==> config.mk <==
export PLATFORM = sky130hd
export DESIGN_NAME = otp_pwr_seq
export DESIGN_NICKNAME = d
export VERILOG_FILES = /design/src/rtl/otp_seq_pkg.sv /design/src/rtl/otp_word_rom.sv /design/src/rtl/otp_mode_fsm.sv /design/src/rtl/otp_pwr_seq.sv
export SDC_FILE = /design/constraint.sdc
export NUM_CORES = 1
export LEC_CHECK = 0
export BUFFER_PORTS_ARGS = -buffer_cell sky130_fd_sc_hd__buf_4
export CORE_MARGIN = 3
export CORE_UTILIZATION = 59
export CTS_BUF_LIST = sky130_fd_sc_hd__clkbuf_16
export CTS_CLUSTER_SIZE = 28
export DETAILED_ROUTE_END_ITERATION = 12
export GPL_TIMING_DRIVEN = 0
export PLACE_DENSITY = 0.84
export SLEW_MARGIN = 0
export SYNTH_ARGS = -nofsm -noshare
export SYNTH_HDL_FRONTEND = slang
export SYNTH_SLANG_ARGS = --single-unit
export TNS_END_PERCENT = 20
==> constraint.sdc <==
create_clock -name clk -period 7.7 [get_ports clk]
set_clock_uncertainty 0.2 [all_clocks]
set_input_delay 1.54 -clock clk [delete_from_list [all_inputs] [get_ports clk]]
set_output_delay 1.54 -clock clk [all_outputs]
set_load 0.1 [all_outputs]
==> src/rtl/otp_seq_pkg.sv <==
package otp_seq_pkg;
  typedef enum logic [1:0] {
    PM_DEEP = 2'd0,
    PM_STBY = 2'd1,
    PM_ACT  = 2'd2,
    PM_READ = 2'd3
  } pm_t;

  localparam int OFS_MODE = 'h2000;
  localparam int OFS_STAT = 'h2008;
  localparam int OFS_IDX  = 'h200C;
  localparam int OFS_DATA = 'h2010;
  localparam int OFS_TCNT = 'h2020;

  localparam int ST_W     = 11;
  localparam int B_RD     = 0;
  localparam int B_S2A    = 7;
  localparam int B_D2S    = 8;
  localparam int B_A2S    = 9;
  localparam int B_S2D    = 10;
endpackage

==> src/rtl/otp_word_rom.sv <==
module otp_word_rom #(
  parameter int ARR_AW = 8
) (
  input  logic              clk,
  input  logic [ARR_AW-1:0] addr,
  output logic [31:0]       dout
);
  function automatic logic [31:0] word_of(input logic [ARR_AW-1:0] a);
    logic [7:0] n;
    n = 8'(a);
    return {8'hC3, n, ~n, n ^ 8'h5A};
  endfunction

  always_ff @(posedge clk) begin
    dout <= word_of(addr);
  end
endmodule

==> src/rtl/otp_mode_fsm.sv <==
module otp_mode_fsm
  import otp_seq_pkg::*;
#(
  parameter int STEP_CYC = 8
) (
  input  logic       clk,
  input  logic       rst,
  input  logic       req_valid,
  input  logic [1:0] req_code,
  input  logic       cnt_ok,
  output pm_t        mode_o,
  output logic       rd_start_o,
  output logic [4:0] ev_o      // {s2d, a2s, d2s, s2a, rd}
);
  localparam int CW = $clog2(STEP_CYC + 1);

  pm_t           cur_q, tgt_q;
  logic          busy_q;
  logic [CW-1:0] cnt_q;
  pm_t           req;
  logic          legal, accept, done;

  assign req = pm_t'(req_code);

  always_comb begin
    unique case (cur_q)
      PM_DEEP: legal = (req == PM_STBY);
      PM_STBY: legal = (req == PM_ACT) || (req == PM_DEEP);
      PM_ACT:  legal = (req == PM_STBY) || ((req == PM_READ) && cnt_ok);
      default: legal = 1'b0;
    endcase
  end

  assign accept = req_valid && !busy_q && legal;
  assign done   = busy_q && (cnt_q == '0);

  always_ff @(posedge clk) begin
    if (rst) begin
      cur_q  <= PM_DEEP;
      tgt_q  <= PM_DEEP;
      busy_q <= 1'b0;
      cnt_q  <= '0;
    end else if (accept) begin
      tgt_q  <= req;
      busy_q <= 1'b1;
      cnt_q  <= CW'(STEP_CYC - 1);
    end else if (busy_q) begin
      if (done) begin
        busy_q <= 1'b0;
        if (tgt_q != PM_READ) cur_q <= tgt_q;
      end else begin
        cnt_q <= cnt_q - 1'b1;
      end
    end
  end

  assign mode_o     = cur_q;
  assign rd_start_o = accept && (req == PM_READ);
  assign ev_o[0]    = done && (tgt_q == PM_READ);
  assign ev_o[1]    = done && (cur_q == PM_STBY) && (tgt_q == PM_ACT);
  assign ev_o[2]    = done && (cur_q == PM_DEEP) && (tgt_q == PM_STBY);
  assign ev_o[3]    = done && (cur_q == PM_ACT)  && (tgt_q == PM_STBY);
  assign ev_o[4]    = done && (cur_q == PM_STBY) && (tgt_q == PM_DEEP);


  deep_no_jump_chk: assert property (@(posedge clk) disable iff (rst)
    (cur_q == PM_DEEP) |=> (cur_q != PM_ACT));

  act_no_jump_chk: assert property (@(posedge clk) disable iff (rst)
    (cur_q == PM_ACT) |=> (cur_q != PM_DEEP));

  read_only_active_chk: assert property (@(posedge clk) disable iff (rst)
    (busy_q && tgt_q == PM_READ) |-> (cur_q == PM_ACT));

  one_event_chk: assert property (@(posedge clk) disable iff (rst)
    $onehot0(ev_o));

  target_held_chk: assert property (@(posedge clk) disable iff (rst)
    (busy_q && !done) |=> $stable(tgt_q));

  mode_held_chk: assert property (@(posedge clk) disable iff (rst)
    (busy_q && !done) |=> $stable(cur_q));
endmodule

==> src/rtl/otp_pwr_seq.sv <==
module otp_pwr_seq
  import otp_seq_pkg::*;
#(
  parameter int STEP_CYC    = 8,
  parameter int USER_BASE   = 224,
  parameter int USER_WORDS  = 32,
  parameter int ARRAY_WORDS = 256,
  parameter int BUS_AW      = 14
) (
  input  logic              clk,
  input  logic              rst,
  input  logic              bus_wr,
  input  logic [BUS_AW-1:0] bus_addr,
  input  logic [31:0]       bus_wdata,
  output logic [31:0]       bus_rdata
);
  localparam int IDX_W  = $clog2(USER_WORDS);
  localparam int ARR_AW = $clog2(ARRAY_WORDS);

  logic [IDX_W-1:0] idx_q, rd_idx_q;
  logic [31:0]      tcnt_q, data_q, rom_dout;
  logic [ST_W-1:0]  stat_q, set_vec, clr_vec;
  logic [4:0]       ev;
  logic             rd_start, wr_mode;
  logic [ARR_AW-1:0] rom_addr;
  pm_t              mode;

  assign wr_mode = bus_wr && (bus_addr == BUS_AW'(OFS_MODE));

  otp_mode_fsm #(.STEP_CYC(STEP_CYC)) u_fsm (
    .clk       (clk),
    .rst       (rst),
    .req_valid (wr_mode),
    .req_code  (bus_wdata[1:0]),
    .cnt_ok    (tcnt_q != '0),
    .mode_o    (mode),
    .rd_start_o(rd_start),
    .ev_o      (ev)
  );

  assign rom_addr = ARR_AW'(USER_BASE) + ARR_AW'(rd_idx_q);

  otp_word_rom #(.ARR_AW(ARR_AW)) u_rom (
    .clk (clk),
    .addr(rom_addr),
    .dout(rom_dout)
  );

  always_comb begin
    set_vec        = '0;
    set_vec[B_RD]  = ev[0];
    set_vec[B_S2A] = ev[1];
    set_vec[B_D2S] = ev[2];
    set_vec[B_A2S] = ev[3];
    set_vec[B_S2D] = ev[4];
    clr_vec = (bus_wr && bus_addr == BUS_AW'(OFS_STAT)) ? bus_wdata[ST_W-1:0] : '0;
  end

  always_ff @(posedge clk) begin
    if (rst) begin
      idx_q    <= '0;
      rd_idx_q <= '0;
      tcnt_q   <= '0;
      data_q   <= '0;
      stat_q   <= '0;
    end else begin
      stat_q <= (stat_q & ~clr_vec) | set_vec;
      if (bus_wr && bus_addr == BUS_AW'(OFS_IDX))  idx_q  <= bus_wdata[IDX_W-1:0];
      if (bus_wr && bus_addr == BUS_AW'(OFS_TCNT)) tcnt_q <= bus_wdata;
      if (rd_start) rd_idx_q <= idx_q;
      if (ev[0])    data_q   <= rom_dout;
    end
  end

  always_ff @(posedge clk) begin
    if (rst) begin
      bus_rdata <= '0;
    end else begin
      case (bus_addr)
        BUS_AW'(OFS_MODE): bus_rdata <= 32'(mode);
        BUS_AW'(OFS_STAT): bus_rdata <= 32'(stat_q);
        BUS_AW'(OFS_IDX):  bus_rdata <= 32'(idx_q);
        BUS_AW'(OFS_DATA): bus_rdata <= data_q;
        BUS_AW'(OFS_TCNT): bus_rdata <= tcnt_q;
        default:           bus_rdata <= '0;
      endcase
    end
  end


  sticky_chk: assert property (@(posedge clk) disable iff (rst)
    1'b1 |=> ((stat_q & $past(stat_q & ~clr_vec)) == $past(stat_q & ~clr_vec)));

  reset_clear_chk: assert property (@(posedge clk)
    rst |=> (stat_q == '0 && data_q == '0 && mode == PM_DEEP));

  read_keeps_active_chk: assert property (@(posedge clk) disable iff (rst)
    ev[0] |=> (mode == PM_ACT));
endmodule

==> impl_metrics.sql, run 1 <==
INSERT INTO impl_metrics (metric_group, metric, value, unit) VALUES
('status', 'run_status', 'finished, final reports clean', ''),
('worst_setup_path', 'regToRegEndpoint', 'data_q[19]', ''),
('worst_setup_path', 'timing.critical_path.to', 'bus_rdata[8]', ''),
('timing', 'final-max-slew-violation-count', '0', ''),
('floorplan', 'coreArea', '0.00694', 'sq mm'),
('detailed_routing', 'via_count_normalized_by_instance_count', '6.05', ''),
('detailed_routing', 'routed_wl', '12.5', 'mm'),
('global_route', 'grt_pass1_vias', '4217', ''),
('timing', 'post-route-min-period', '3.73', 'ns'),
('synth', 'synth-edff-count', '0', ''),
('layout', 'final_layout_size_suffix_gt1_share', '21.2', '%'),
('detailed_routing', 'num_vias', '4286', ''),
('clock_network', 'clk_path_buf_depth', '2', ''),
('floorplan', 'die_ar', '0.00841', 'sq mm'),
('timing', 'fmax', '268', 'MHz'),
('clock_network', 'clkTransAtPathRegs', '0.05', 'ns'),
('worst_setup_path', 'worst-r2r-setup-slack', '5.20', 'ns'),
('floorplan', 'fp.dieW', '91.7', 'microns'),
('clock_network', 'cts_buffers', '17', ''),
('layout', 'fillCellCount', '425', ''),
('layout', 'final_nets', '651', ''),
('floorplan', 'floorplan.rows', '30', ''),
('floorplan', 'io-pin-count', '81', ''),
('worst_setup_path', 'critPathArrivalTime', '3.86', 'ns'),
('synth', 'synthesis.area', '0.00433', 'sq mm'),
('worst_setup_path', 'crit_start', 'bus_addr[7]', ''),
('worst_setup_path', 'cp_max_fo', '10', ''),
('timing', 'timing_worst_slew_pin_value', '0.923', 'ns'),
('layout', 'stdcell_count', '708', ''),
('synth', 'post_synth.cell_area_avg', '8.63', 'sq um'),
('clock_network', 'clock_insertion_delay_worst_skew', '0.41', 'ns'),
('pwr', 'p_per_area', '254', 'mW/mm^2'),
('place', 'dp_hpwl', '8.20', 'mm'),
('layout', 'area_added_between_synthesis_and_finish', '30.4', '%'),
('synth', 'yosys_warnings', '0', ''),
('layout', 'antenna-diode-count', '0', ''),
('clock_network', 'cts_hold_repair.buffers', '0', ''),
('timing', 'timing.max_slew.rel_slack', '38.0', '%'),
('worst_setup_path', 'cp_data_required_time', '7.82', 'ns'),
('global_route', 'grt_start_max_net_pins', '17', ''),
('synth', 'yosys_register_bits', '115', ''),
('synth', 'synth.lib_cells_used.distinct', '45', ''),
('clock_network', 'cts.htree.levels', '4', ''),
('worst_setup_path', 'setup.worst_path.class', 'in -> reg', ''),
('worst_setup_path', 'r2r_start', 'u_fsm.cnt_q[0]', ''),
('synth', 'postSynthCellCount', '502', ''),
('detailed_routing', 'detail_route.first_pass.iterations', '7', ''),
('clock_network', 'post-cts-setup-buffers', '0', ''),
('timing', 'totalNegativeSetupSlack', '0', 'ns'),
('clock_network', 'cts_num_sinks', '115', ''),
('worst_setup_path', 'crit_path_launch_type', 'input pin', ''),
('synth', 'ys_seq_area_share', '53.1', '%'),
('floorplan', 'initial_core_util', '62.4', '%'),
('synth', 'synth-main-ff-cell', 'sky130_fd_sc_hd__dfxtp_1', ''),
('global_route', 'grt_antenna_before_repair', '0', ''),
('detailed_routing', 'remaining_antenna_violation_count', '0', ''),
('global_route', 'grt.total_usage', '30.2', '%'),
('global_route', 'global_route.overflow_total', '0', ''),
('pwr', 'total_power', '1430', 'uW'),
('hold_path', 'min-delay-path-class', 'reg -> reg', ''),
('timing', 'finalHoldViolCount', '0', ''),
('pwr', 'vdd_drop_max', '0.000246', 'V'),
('floorplan', 'chipHeight', '91.7', 'microns'),
('timing', 'setup_repair_after_global_routing_missed_its_margin', 'no', ''),
('detailed_routing', 'drc_errors', '0', ''),
('timing', 'finalSetupViolations', '0', ''),
('flow_run', 'cap_violations', '0', ''),
('global_route', 'first_pass_grt_wire_length', '20.0', 'mm'),
('worst_setup_path', 'critical_path.endpoint_type', 'register', ''),
('place', 'gp_congestion', '0.936', ''),
('place', 'place.port_buffers', '79', ''),
('hold_path', 'timing.hold.worst_path_depth', '0', ''),
('synth', 'synth_async_sr_flop_share', '0', '%'),
('clock_network', 'postCtsResizedCells', '0', ''),
('pwr', 'p_leak', '0.00208', 'uW'),
('timing', 'layout_worst_path_cycle_share', '48.5', '%'),
('detailed_routing', 'avgRoutedWirePerCell', '17.6', 'microns'),
('synth', 'synth_fp_nets', '553', ''),
('worst_setup_path', 'ff2ff_path_depth', '8', ''),
('clock_network', 'tritoncts_clock_tree', 'done', ''),
('detailed_routing', 'drt_first_iter_violations', '379', ''),
('clock_network', 'clockRootBuffer', 'sky130_fd_sc_hd__clkbuf_16', ''),
('place', 'post-place-cells', '677', '');
[final cells by class]
cell class                 instances  area, sq um  share of cell area [%]
inverter                          11         41.3                   0.731
clock inverter                    14          171                    3.03
buffer                            30          123                    2.17
timing repair buffer              79          593                    10.5
clock buffer                      17          425                    7.53
sequential                       115         2300                    40.8
tap                               96          120                    2.13
multi-input combinational        346         1870                    33.2
[cells in the mapped netlist (all sizes together) (4+ instances only)]
master / instances / area (sq um)
a21oi: 72 / 360
a222oi: 4 / 40.0
a22oi: 15 / 113
a31oi: 6 / 37.5
a32o: 5 / 50.1
and3: 10 / 62.6
buf: 6 / 32.5
clkbuf: 24 / 90.1
dfxtp: 115 / 2300
inv: 11 / 41.3
nand2: 130 / 488
nand3: 12 / 60.1
nor2: 22 / 82.6
nor3: 9 / 66.3
nor3b: 7 / 52.6
nor4: 11 / 75.1
or4: 4 / 41.3
or4b: 4 / 43.8
[power by group]
group          internal, uW  switching, uW  total, uW
sequential              596        0.00574        596
combinational          19.6           22.1       41.7
clock                   531            264        795
total                  1150            286       1430
[critical path, stage by stage]
cell and delay [ns]:
sky130_fd_sc_hd__buf_4 0.11, sky130_fd_sc_hd__or4_4 0.57, sky130_fd_sc_hd__or4_4 0.58, sky130_fd_sc_hd__nor3_2 0.63
sky130_fd_sc_hd__nand2_1 0.18, sky130_fd_sc_hd__a21oi_1 0.24
[cells by family (layout without fill, tap and decap cells)]
| logic type | count (synthesis) | after routing | synth area share [%] |
|---|---|---|---|
| XOR/XNOR | 2 | 2 | 0.404 |
| AND/OR/NAND/NOR | 230 | 230 | 26.0 |
| multiplexers | 2 | 2 | 0.520 |
| adder cells (fa/ha/maj) | 2 | 2 | 0.577 |
| flip-flops | 115 | 115 | 53.1 |
| AO/OA/AOI/OAI | 110 | 110 | 15.6 |
| buffers and inverters | 41 | 151 | 3.78 |
[registers in the layout, indices dropped and copies added (netlist names)]
name          cells
bus_rdata        32
u_fsm.tgt_q       2
idx_q             5
u_fsm.mode_o      2
u_rom.dout       10
tcnt_q           32
rd_idx_q          5
u_fsm.busy_q      1
stat_q           11
data_q           11
u_fsm.cnt_q       4
[through the flow]
step	worst slack [ns]	util [%]	area, sq um	hold WS, ns
2_1_floorplan	4.05	-	4330	0.151
3_3_place_gp	3.61	72.7	5050	0.160
3_5_place_dp	3.62	72.7	5050	0.161
4_1_cts	3.92	81.3	5640	0.169
5_1_grt	3.94	81.4	5650	0.181
6_report	3.97	81.4	5650	0.168
[placed cells by master, fill, tap and decap left out, types with 2 or more instances in the layout]
master | synthesis | layout
sky130_fd_sc_hd__or4b_2 | 2 | 2
sky130_fd_sc_hd__clkinv_2 | 0 | 4
sky130_fd_sc_hd__nor2b_1 | 2 | 2
sky130_fd_sc_hd__nand2b_1 | 3 | 3
sky130_fd_sc_hd__clkbuf_1 | 24 | 24
sky130_fd_sc_hd__o211ai_1 | 2 | 2
sky130_fd_sc_hd__nand3_1 | 12 | 12
sky130_fd_sc_hd__bufinv_16 | 0 | 4
sky130_fd_sc_hd__nor3b_1 | 7 | 7
sky130_fd_sc_hd__ha_1 | 2 | 2
sky130_fd_sc_hd__mux2_2 | 2 | 2
sky130_fd_sc_hd__clkinv_1 | 0 | 2
sky130_fd_sc_hd__nand2_1 | 130 | 130
sky130_fd_sc_hd__nand4b_1 | 2 | 2
sky130_fd_sc_hd__and2_0 | 2 | 2
sky130_fd_sc_hd__a21oi_1 | 72 | 72
sky130_fd_sc_hd__a31oi_1 | 6 | 6
sky130_fd_sc_hd__clkbuf_16 | 0 | 17
sky130_fd_sc_hd__a222oi_1 | 4 | 4
sky130_fd_sc_hd__a22o_1 | 3 | 3
sky130_fd_sc_hd__inv_1 | 11 | 13
sky130_fd_sc_hd__nor4_2 | 1 | 2
sky130_fd_sc_hd__nor4_1 | 10 | 9
sky130_fd_sc_hd__or2_2 | 3 | 3
sky130_fd_sc_hd__nor2_1 | 22 | 22
sky130_fd_sc_hd__nor3_2 | 2 | 2
sky130_fd_sc_hd__buf_2 | 5 | 5
sky130_fd_sc_hd__buf_4 | 1 | 80
sky130_fd_sc_hd__nor3_1 | 6 | 6
sky130_fd_sc_hd__and4_1 | 2 | 2
sky130_fd_sc_hd__a32o_1 | 5 | 5
sky130_fd_sc_hd__and3_1 | 10 | 10
sky130_fd_sc_hd__a22oi_1 | 15 | 15
sky130_fd_sc_hd__or4_4 | 3 | 3
sky130_fd_sc_hd__dfxtp_1 | 115 | 115
sky130_fd_sc_hd__or3_1 | 3 | 3
[layer usage]
metal	track usage, %	up-vias	share of wire, %
met5	0	-	0
met4	15.5	0	4.4
met3	10.1	64	11
met2	52.2	279	48
met1	32.8	2003	36
li1	-	1940	-
[how the worst min path moves through the flow]
stage | start | end | slack, ns
2_1_floorplan | rd_idx_q[0] | u_rom.dout[16] | 0.15
3_3_place_gp | rd_idx_q[1] | u_rom.dout[17] | 0.16
3_5_place_dp | rd_idx_q[1] | u_rom.dout[17] | 0.16
4_1_cts | rd_idx_q[1] | u_rom.dout[17] | 0.17
5_1_grt | rd_idx_q[3] | u_rom.dout[19] | 0.18
6_report | rd_idx_q[1] | u_rom.dout[17] | 0.17
Note: power is estimated with default switching activity, not from simulation.
==> run 2: changes to the inputs <==
--- a/config.mk
+++ b/config.mk
@@ -7,12 +7,12 @@
 export LEC_CHECK = 0
 export BUFFER_PORTS_ARGS = -buffer_cell sky130_fd_sc_hd__buf_4
 export CORE_MARGIN = 3
-export CORE_UTILIZATION = 59
+export CORE_UTILIZATION = 49
 export CTS_BUF_LIST = sky130_fd_sc_hd__clkbuf_16
 export CTS_CLUSTER_SIZE = 28
 export DETAILED_ROUTE_END_ITERATION = 12
 export GPL_TIMING_DRIVEN = 0
-export PLACE_DENSITY = 0.84
+export PLACE_DENSITY = 0.75
 export SLEW_MARGIN = 0
 export SYNTH_ARGS = -nofsm -noshare
 export SYNTH_HDL_FRONTEND = slang
==> constraint.sdc (replaced) <==
create_clock -name clk -period 3.4 [get_ports clk]
set_clock_uncertainty 0.2 [all_clocks]
set_input_delay 0.68 -clock clk [delete_from_list [all_inputs] [get_ports clk]]
set_output_delay 0.68 -clock clk [all_outputs]
set_load 0.1 [all_outputs]
==> run 2 against run 1 <==
Effect of this change:
- via count is 4.7% lower
- non-clock buffer count grew 1
- critical path depth unchanged
- total power rose by 140%
- sequential share of layout area shrank 0.38 points
- sequential power increased by 130%
- first-iteration DRC count shrank 12%
- cell count rose by 1.6%
- critical endpoint unchanged
- highest routed layer unchanged
- die area is 19% higher
- routed wire length decreased by 4.5%
==> impl_metrics.sql, run 2 (synthesis results as in run 1) <==
INSERT INTO impl_metrics (metric_group, metric, value, unit) VALUES
('hold_path', 'min-delay-path-class', 'reg -> reg', ''),
('detailed_routing', 'num_vias', '4085', ''),
('worst_setup_path', 'worst_path_largest_cell_delay', '0.62', 'ns'),
('layout', 'final_common_cell', 'sky130_fd_sc_hd__nand2_1', ''),
('worst_setup_path', 'regToRegEndpoint', 'data_q[19]', ''),
('timing', 'timing.max_slew.rel_slack', '46.7', '%'),
('global_route', 'grt_start_max_net_pins', '17', ''),
('layout', 'area_added_between_synthesis_and_finish', '31.6', '%'),
('worst_setup_path', 'timing.critical_path.mode_cell', 'sky130_fd_sc_hd__or4_4', ''),
('layout', 'finish.instance_area', '0.00570', 'sq mm'),
('floorplan', 'fp.dieW', '100', 'microns'),
('detailed_routing', 'drc_errors', '0', ''),
('flow_run', 'cap_violations', '0', ''),
('place', 'placed_area', '0.00506', 'sq mm'),
('layout', 'final_layout_size_suffix_gt1_share', '22.0', '%'),
('worst_setup_path', 'setup.worst_path.class', 'in -> reg', ''),
('pwr', 'pwr-share-comb', '2.8', '%'),
('layout', 'antenna-diode-count', '0', ''),
('status', 'run_status', 'finished, final reports clean', ''),
('worst_setup_path', 'critPathArrivalTime', '2.91', 'ns'),
('clock_network', 'cts.htree.levels', '4', ''),
('global_route', 'first_pass_grt_wire_length', '18.8', 'mm'),
('timing', 'totalNegativeSetupSlack', '0', 'ns'),
('layout', 'largest_registers', 'bus_rdata x32, tcnt_q x32', ''),
('detailed_routing', 'via_count_normalized_by_instance_count', '5.68', ''),
('clock_network', 'post-cts-setup-buffers', '0', ''),
('floorplan', 'floorplan.rows', '33', ''),
('layout', 'fin_util', '68.0', '%'),
('global_route', 'globalRouteMet3Util', '7.23', '%'),
('global_route', 'use_met2', '42.0', '%'),
('timing', 'timing_worst_slew_pin_value', '0.795', 'ns'),
('pwr', 'vdd_drop_max', '0.000420', 'V'),
('worst_setup_path', 'cp_max_fo', '10', ''),
('pwr', 'clockPowerShare', '57.2', '%'),
('global_route', 'gr-usage-met1', '28.6', '%'),
('timing', 'finalHoldViolCount', '0', ''),
('place', 'post-place-cells', '686', ''),
('worst_setup_path', 'crit_path_launch_type', 'input pin', ''),
('clock_network', 'tritoncts_clock_tree', 'done', ''),
('pwr', 'p_leak', '0.00209', 'uW'),
('floorplan', 'chipHeight', '100', 'microns'),
('detailed_routing', 'drt_first_iter_violations', '334', ''),
('layout', 'stdcell_count', '719', ''),
('layout', 'most-common-layout-cells', 'sky130_fd_sc_hd__nand2_1 (130), sky130_fd_sc_hd__dfxtp_1 (115), sky130_fd_sc_hd__buf_4 (80)', ''),
('floorplan', 'initial_core_util', '51.7', '%'),
('floorplan', 'io-pin-count', '81', ''),
('worst_setup_path', 'worst-r2r-setup-slack', '0.90', 'ns'),
('timing', 'final-max-slew-violation-count', '0', ''),
('global_route', 'grt_pass1_vias', '3837', ''),
('timing', 'fmax', '360', 'MHz'),
('clock_network', 'clkTransAtPathRegs', '0.06', 'ns'),
('floorplan', 'coreArea', '0.00838', 'sq mm'),
('clock_network', 'cts_hold_repair.buffers', '0', ''),
('global_route', 'grt_antenna_before_repair', '0', ''),
('worst_setup_path', 'cells_traversed_along_the_worst_timing_path', 'buf_4, or4_4, or4_4, nor3_2, nand2_1, a21oi_1', ''),
('clock_network', 'cts_buffers', '17', ''),
('hold_path', 'min_from', 'rd_idx_q[1]', ''),
('clock_network', 'clock_insertion_delay_worst_skew', '0.42', 'ns'),
('detailed_routing', 'avgRoutedWirePerCell', '16.6', 'microns'),
('pwr', 'power.switching_fraction', '21.7', '%'),
('clock_network', 'clockRootBuffer', 'sky130_fd_sc_hd__clkbuf_16', ''),
('pwr', 'power.net_switching', '731', 'uW'),
('global_route', 'grt.total_usage', '24.3', '%'),
('place', 'dp_hpwl', '8.31', 'mm'),
('detailed_routing', 'detail_route.first_pass.iterations', '6', ''),
('pwr', 'total_power', '3370', 'uW'),
('hold_path', 'timing.hold.worst_path_depth', '0', ''),
('worst_setup_path', 'r2r_start', 'u_fsm.cnt_q[0]', ''),
('pwr', 'p_per_area', '591', 'mW/mm^2'),
('clock_network', 'cts_num_sinks', '115', ''),
('worst_setup_path', 'crit_slowest_cell', 'sky130_fd_sc_hd__nor3_2', ''),
('hold_path', 'endpoint_worst_hold', 'u_rom.dout[17]', ''),
('global_route', 'global_route.overflow_total', '0', ''),
('worst_setup_path', 'ff2ff_path_depth', '8', ''),
('timing', 'post-route-min-period', '2.78', 'ns'),
('timing', 'setup_repair_after_global_routing_missed_its_margin', 'no', ''),
('worst_setup_path', 'critical_path.endpoint_type', 'register', ''),
('layout', 'final_nets', '652', ''),
('place', 'place.port_buffers', '79', ''),
('pwr', 'cellInternalPower', '2640', 'uW'),
('detailed_routing', 'remaining_antenna_violation_count', '0', ''),
('timing', 'layout_worst_path_cycle_share', '81.8', '%'),
('detailed_routing', 'routed_wl', '11.9', 'mm'),
('clock_network', 'postCtsResizedCells', '0', ''),
('place', 'gp_congestion', '0.894', ''),
('clock_network', 'clk_path_buf_depth', '2', ''),
('pwr', 'power.sequential.fraction', '40.0', '%'),
('worst_setup_path', 'cp_data_required_time', '3.53', 'ns'),
('floorplan', 'die_ar', '0.0100', 'sq mm'),
('global_route', 'top_usage_layer', 'met2', ''),
('timing', 'finalSetupViolations', '0', '');
==> run 2: cell count changes in the layout (fill, tap and decap cells not counted), sizes merged <==
cell | before | now
inv | 13 | 19
clkbuf | 41 | 42
clkinv | 7 | 2
==> run 2: final cells by class <==
cell class	instances	area, sq um
Sequential cell	115	2300
Multi-Input combinational cell	346	1870
Timing Repair Buffer	80	598
Fill cell	663	2680
Clock buffer	17	425
Clock inverter	15	215
Tap cell	105	131
Buffer	30	123
Inverter	11	41.3
==> run 2: through the flow <==
step                setup WS [ns]  hold WS (ns)
global placement            0.129         0.162
detailed placement          0.111         0.162
CTS                         0.564         0.173
floorplan                   0.607         0.151
finish                      0.620         0.173
global route                0.475         0.183
==> run 2: power groups by stage <==
stage	combinational (uW)	clock [uW]	sequential, uW
2_1_floorplan	29.2	0	1380
3_3_place_gp	89.5	0	1380
3_5_place_dp	91.6	0	1380
4_1_cts	91.9	1930	1350
5_1_grt	100	1990	1350
6_report	93.0	1930	1350
==> run 2: worst max path at each step <==
stage                            from            to  slack (ns)  cells after the start
after floorplan           bus_addr[7]   rd_idx_q[0]        0.61                      5
after global placement    bus_addr[5]     stat_q[1]        0.13                      6
after detailed placement  bus_addr[5]     stat_q[5]        0.11                      6
after CTS                 bus_addr[5]     stat_q[1]        0.56                      6
after global routing      bus_addr[4]     tcnt_q[0]        0.48                      8
final                     bus_addr[7]  bus_rdata[8]        0.62                      6
==> run 2: routing by layer <==
layer	vias up	routed length [microns]
li1	1946	-
met1	1910	4700
met2	202	5940
met3	27	1050
met4	0	206
met5	-	0
==> run 2: critical path: cells and delay by family <==
| kind | cells | cell delay, ns |
|---|---|---|
| and+or+nand+nor | 4 | 1.91 |
| AOI/OAI and AO/OA | 1 | 0.21 |
| buffers and inverters | 1 | 0.11 |
==> run 3: changes to the inputs <==
--- a/config.mk
+++ b/config.mk
@@ -5,14 +5,15 @@
 export SDC_FILE = /design/constraint.sdc
 export NUM_CORES = 1
 export LEC_CHECK = 0
+export ABC_AREA = 1
 export BUFFER_PORTS_ARGS = -buffer_cell sky130_fd_sc_hd__buf_4
 export CORE_MARGIN = 3
-export CORE_UTILIZATION = 49
+export CORE_UTILIZATION = 50
 export CTS_BUF_LIST = sky130_fd_sc_hd__clkbuf_16
 export CTS_CLUSTER_SIZE = 28
 export DETAILED_ROUTE_END_ITERATION = 12
 export GPL_TIMING_DRIVEN = 0
-export PLACE_DENSITY = 0.75
+export PLACE_DENSITY = 0.76
 export SLEW_MARGIN = 0
 export SYNTH_ARGS = -nofsm -noshare
 export SYNTH_HDL_FRONTEND = slang
==> constraint.sdc (replaced) <==
create_clock -name clk -period 2.4 [get_ports clk]
set_clock_uncertainty 0.2 [all_clocks]
set_input_delay 0.48 -clock clk [delete_from_list [all_inputs] [get_ports clk]]
set_output_delay 0.48 -clock clk [all_outputs]
set_load 0.1 [all_outputs]
==> run 3 against run 2 <==
Effect of this change:
- routed wire length up 3.2%
- critical endpoint is now data_q[20]
- register-to-register slack worse by 0.67 ns
- final area up 2.2%
- sequential power up 41%
- largest cell class unchanged
- area after synthesis up 4.0%
- sequential share of layout area down 0.88 points
- worst hold slack worse by 0.039 ns
- sequential cell count unchanged
==> impl_metrics.sql, run 3 <==
INSERT INTO impl_metrics (metric_group, metric, value, unit) VALUES
('status', 'run_status', 'finished, final reports clean', ''),
('floorplan', 'io-pin-count', '81', ''),
('synth', 'muxShareOfSynthArea', '0', '%'),
('clock_network', 'clk_path_buf_depth', '2', ''),
('synth', 'postSynthCellCount', '588', ''),
('global_route', 'grt_antenna_before_repair', '0', ''),
('floorplan', 'chipHeight', '101', 'microns'),
('worst_setup_path', 'crit_path_launch_type', 'register', ''),
('worst_setup_path', 'crit_slowest_cell', 'sky130_fd_sc_hd__dfxtp_1', ''),
('synth', 'synth_fa_ha_area_share', '0.555', '%'),
('detailed_routing', 'remaining_antenna_violation_count', '0', ''),
('global_route', 'grt.total_usage', '24.9', '%'),
('hold_path', 'min-delay-path-class', 'in -> reg', ''),
('flow_run', 'cap_violations', '0', ''),
('worst_setup_path', 'cp_max_fo', '10', ''),
('timing', 'post-route-min-period', '2.17', 'ns'),
('timing', 'setup_repair_after_global_routing_missed_its_margin', 'no', ''),
('clock_network', 'tritoncts_clock_tree', 'done', ''),
('pwr', 'p_leak', '0.00248', 'uW'),
('synth', 'post_synth.cell_area_avg', '7.67', 'sq um'),
('detailed_routing', 'wl_met1', '4.96', 'mm'),
('pwr', 'p_per_area', '784', 'mW/mm^2'),
('detailed_routing', 'detailroute.wirelength.met2', '5.69', 'mm'),
('synth', 'yosys_register_bits', '115', ''),
('floorplan', 'coreArea', '0.00872', 'sq mm'),
('layout', 'area_added_between_synthesis_and_finish', '29.3', '%'),
('worst_setup_path', 'critical_path.top_delay_family', 'simple AND/OR/NAND/NOR gates', ''),
('synth', 'synth-main-ff-cell', 'sky130_fd_sc_hd__dfxtp_1', ''),
('floorplan', 'fp.dieW', '101', 'microns'),
('clock_network', 'cts_buffers', '17', ''),
('pwr', 'clockPowerShare', '54.9', '%'),
('detailed_routing', 'highest_metal_layer_with_signal_wires', 'met4', ''),
('synth', 'synth_top_cell_by_area', 'sky130_fd_sc_hd__dfxtp_1', ''),
('place', 'placed_area', '0.00524', 'sq mm'),
('detailed_routing', 'via_count_normalized_by_instance_count', '5.29', ''),
('synth', 'synthMostInstantiatedCell', 'sky130_fd_sc_hd__dfxtp_1', ''),
('synth', 'synthesis.area', '0.00451', 'sq mm'),
('timing', 'hold_slack', '0.134', 'ns'),
('layout', 'final_layout_size_suffix_gt1_share', '20.5', '%'),
('pwr', 'pwr-share-comb', '3.3', '%'),
('synth', 'synth.lib_cells_used.distinct', '34', ''),
('pwr', 'power.switching_fraction', '21.4', '%'),
('floorplan', 'initial_core_util', '51.7', '%'),
('detailed_routing', 'drt_first_iter_violations', '361', ''),
('clock_network', 'cts_num_sinks', '115', ''),
('worst_setup_path', 'critical_path.endpoint_type', 'register', ''),
('timing', 'fmax', '461', 'MHz'),
('synth', 'synth_area_leaders', 'sky130_fd_sc_hd__dfxtp_1 (51%), sky130_fd_sc_hd__nand2_1 (7.8%), sky130_fd_sc_hd__a21oi_1 (7.7%)', ''),
('pwr', 'cellInternalPower', '3590', 'uW'),
('layout', 'final_common_cell', 'sky130_fd_sc_hd__dfxtp_1', ''),
('layout', 'antenna-diode-count', '0', ''),
('layout', 'most-common-layout-cells', 'sky130_fd_sc_hd__dfxtp_1 (115), sky130_fd_sc_hd__nand2_1 (94), sky130_fd_sc_hd__inv_1 (84)', ''),
('detailed_routing', 'drc_errors', '0', ''),
('layout', 'fin_util', '66.9', '%'),
('layout', 'final_nets', '737', ''),
('synth', 'synth-edff-count', '0', ''),
('worst_setup_path', 'cp_data_required_time', '2.50', 'ns'),
('layout', 'finish.instance_area', '0.00583', 'sq mm'),
('detailed_routing', 'num_vias', '4273', ''),
('pwr', 'power.net_switching', '976', 'uW'),
('worst_setup_path', 'critical_path_buf_inv_count', '4', ''),
('pwr', 'vdd_drop_max', '0.000585', 'V'),
('detailed_routing', 'detail_route.first_pass.iterations', '5', ''),
('worst_setup_path', 'critPathArrivalTime', '2.27', 'ns'),
('timing', 'final-max-slew-violation-count', '0', ''),
('synth', 'netlist.area_leader.share', '51.1', '%'),
('timing', 'layout_worst_path_cycle_share', '90.5', '%'),
('timing', 'totalNegativeSetupSlack', '0', 'ns'),
('synth', 'synth_fp_nets', '639', ''),
('worst_setup_path', 'cells_traversed_along_the_worst_timing_path', 'inv_1, ha_1, nand3_1, nor2_1, inv_1, nor2_4, inv_1, clkbuf_1, nor2_1, nor2_1', ''),
('clock_network', 'clockRootBuffer', 'sky130_fd_sc_hd__clkbuf_16', ''),
('synth', 'synth.cells.most_frequent', 'sky130_fd_sc_hd__dfxtp_1 (115), sky130_fd_sc_hd__nand2_1 (94), sky130_fd_sc_hd__inv_1 (84)', ''),
('clock_network', 'cts.htree.levels', '4', ''),
('detailed_routing', 'avgRoutedWirePerCell', '15.2', 'microns'),
('synth', 'synth_xor_xnor_area_share', '0.194', '%'),
('layout', 'largest_registers', 'bus_rdata x32, tcnt_q x32', ''),
('synth', 'synth_top_family_by_area', 'simple AND/OR/NAND/NOR gates', ''),
('synth', 'synth_compound_gate_area_share', '16.5', '%'),
('worst_setup_path', 'worst_path_largest_cell_delay', '0.32', 'ns'),
('clock_network', 'cts_hold_repair.buffers', '0', ''),
('clock_network', 'clock_insertion_delay_worst_skew', '0.41', 'ns'),
('timing', 'timing.max_slew.rel_slack', '55.8', '%'),
('detailed_routing', 'routed_wl', '12.3', 'mm'),
('global_route', 'grt_start_max_net_pins', '17', ''),
('synth', 'synth-simple-area-share', '22.3', '%'),
('place', 'dp_hpwl', '9.00', 'mm'),
('worst_setup_path', 'setup.worst_path.class', 'reg -> reg', ''),
('global_route', 'global_route.overflow_total', '0', ''),
('synth', 'synth_async_sr_flop_share', '0', '%'),
('floorplan', 'die_ar', '0.0102', 'sq mm'),
('timing', 'finalHoldViolCount', '0', ''),
('floorplan', 'floorplan.rows', '34', ''),
('pwr', 'power.sequential.fraction', '41.8', '%'),
('worst_setup_path', 'worst-r2r-setup-slack', '0.23', 'ns'),
('global_route', 'grt_pass1_vias', '4078', ''),
('clock_network', 'clkTransAtPathRegs', '0.05', 'ns'),
('global_route', 'first_pass_grt_wire_length', '19.4', 'mm'),
('detailed_routing', 'met3WireLength', '1.14', 'mm'),
('place', 'gp_congestion', '0.917', ''),
('synth', 'yosys_warnings', '0', ''),
('place', 'place.port_buffers', '79', ''),
('timing', 'timing_worst_slew_pin_value', '0.663', 'ns'),
('synth', 'ys_seq_area_share', '51.1', '%'),
('timing', 'finalSetupViolations', '0', '');
run 3: cell count changes after synthesis, moves of 10 or more:
| cell | previous run | this run |
|---|---|---|
| sky130_fd_sc_hd__a22oi_1 | 15 | 1 |
| sky130_fd_sc_hd__nor2_2 | 0 | 10 |
| sky130_fd_sc_hd__inv_1 | 11 | 84 |
| sky130_fd_sc_hd__nor2_1 | 22 | 57 |
| sky130_fd_sc_hd__nand3_1 | 12 | 26 |
| sky130_fd_sc_hd__nand2_1 | 130 | 94 |
| sky130_fd_sc_hd__and3_1 | 10 | 0 |
| sky130_fd_sc_hd__o21ai_0 | 1 | 54 |
| sky130_fd_sc_hd__clkbuf_1 | 24 | 12 |
run 3: path summary, 6_finish.rpt:
check / start / to / depth (start not counted)
worst min-delay path: bus_wdata[6] / stat_q[6] / 4
worst min register to register: rd_idx_q[2] / u_rom.dout[18] / 0
worst max-delay path: u_fsm.cnt_q[0] / data_q[20] / 10
worst max register to register: u_fsm.cnt_q[0] / data_q[20] / 10
run 3: final cells by class:
type | instances | area, sq um
sequential | 115 | 2300
buffer | 19 | 85.1
timing repair buffer | 79 | 593
clock inverter | 15 | 164
clock buffer | 17 | 425
tap | 108 | 135
fill | 743 | 2890
inverter | 90 | 338
multi-input combinational | 364 | 1790
run 3: power by group through the flow:
stage | combinational, uW | clock [uW] | sequential [uW]
after detailed placement | 147 | 0 | 1950
after global placement | 145 | 0 | 1950
final | 151 | 2510 | 1910
after floorplan | 55.3 | 0 | 1950
after global routing | 163 | 2630 | 1910
after CTS | 148 | 2530 | 1910
run 3: cell families after synthesis:
kind of cell / count (synthesis)
fa+ha+maj: 2
flops: 115
buf+inv: 109
simple gates: 221
compound gates: 140
xor+xnor: 1
run 3: worst reg2reg max path, stage by stage (launching register included):
cell and delay (ns):
sky130_fd_sc_hd__dfxtp_1 0.32, sky130_fd_sc_hd__inv_1 0.10, sky130_fd_sc_hd__ha_1 0.16, sky130_fd_sc_hd__nand3_1 0.10, sky130_fd_sc_hd__nor2_1 0.24, sky130_fd_sc_hd__inv_1 0.15, sky130_fd_sc_hd__nor2_4 0.23, sky130_fd_sc_hd__inv_1 0.13
sky130_fd_sc_hd__clkbuf_1 0.24, sky130_fd_sc_hd__nor2_1 0.16, sky130_fd_sc_hd__nor2_1 0.06
run 3: metrics by stage:
step	setup slack, ns	total power [uW]	std cells
2_1_floorplan	0.481	2010	588
6_report	0.229	4570	807
3_3_place_gp	0.0954	2100	775
3_5_place_dp	0.0358	2100	775
5_1_grt	0.0638	4710	807
4_1_cts	0.112	4590	807
run 3: per-layer routing:
layer,global-route usage (%),vias up
met5,0,-
met4,13.3,0
met3,6.64,50
met2,39.9,209
met1,30.4,1924
li1,-,2090
run 3: timing repair:
action,in CTS,in global routing
resized for setup,0,1
setup endpoints to repair,0,9
setup buffers,0,0
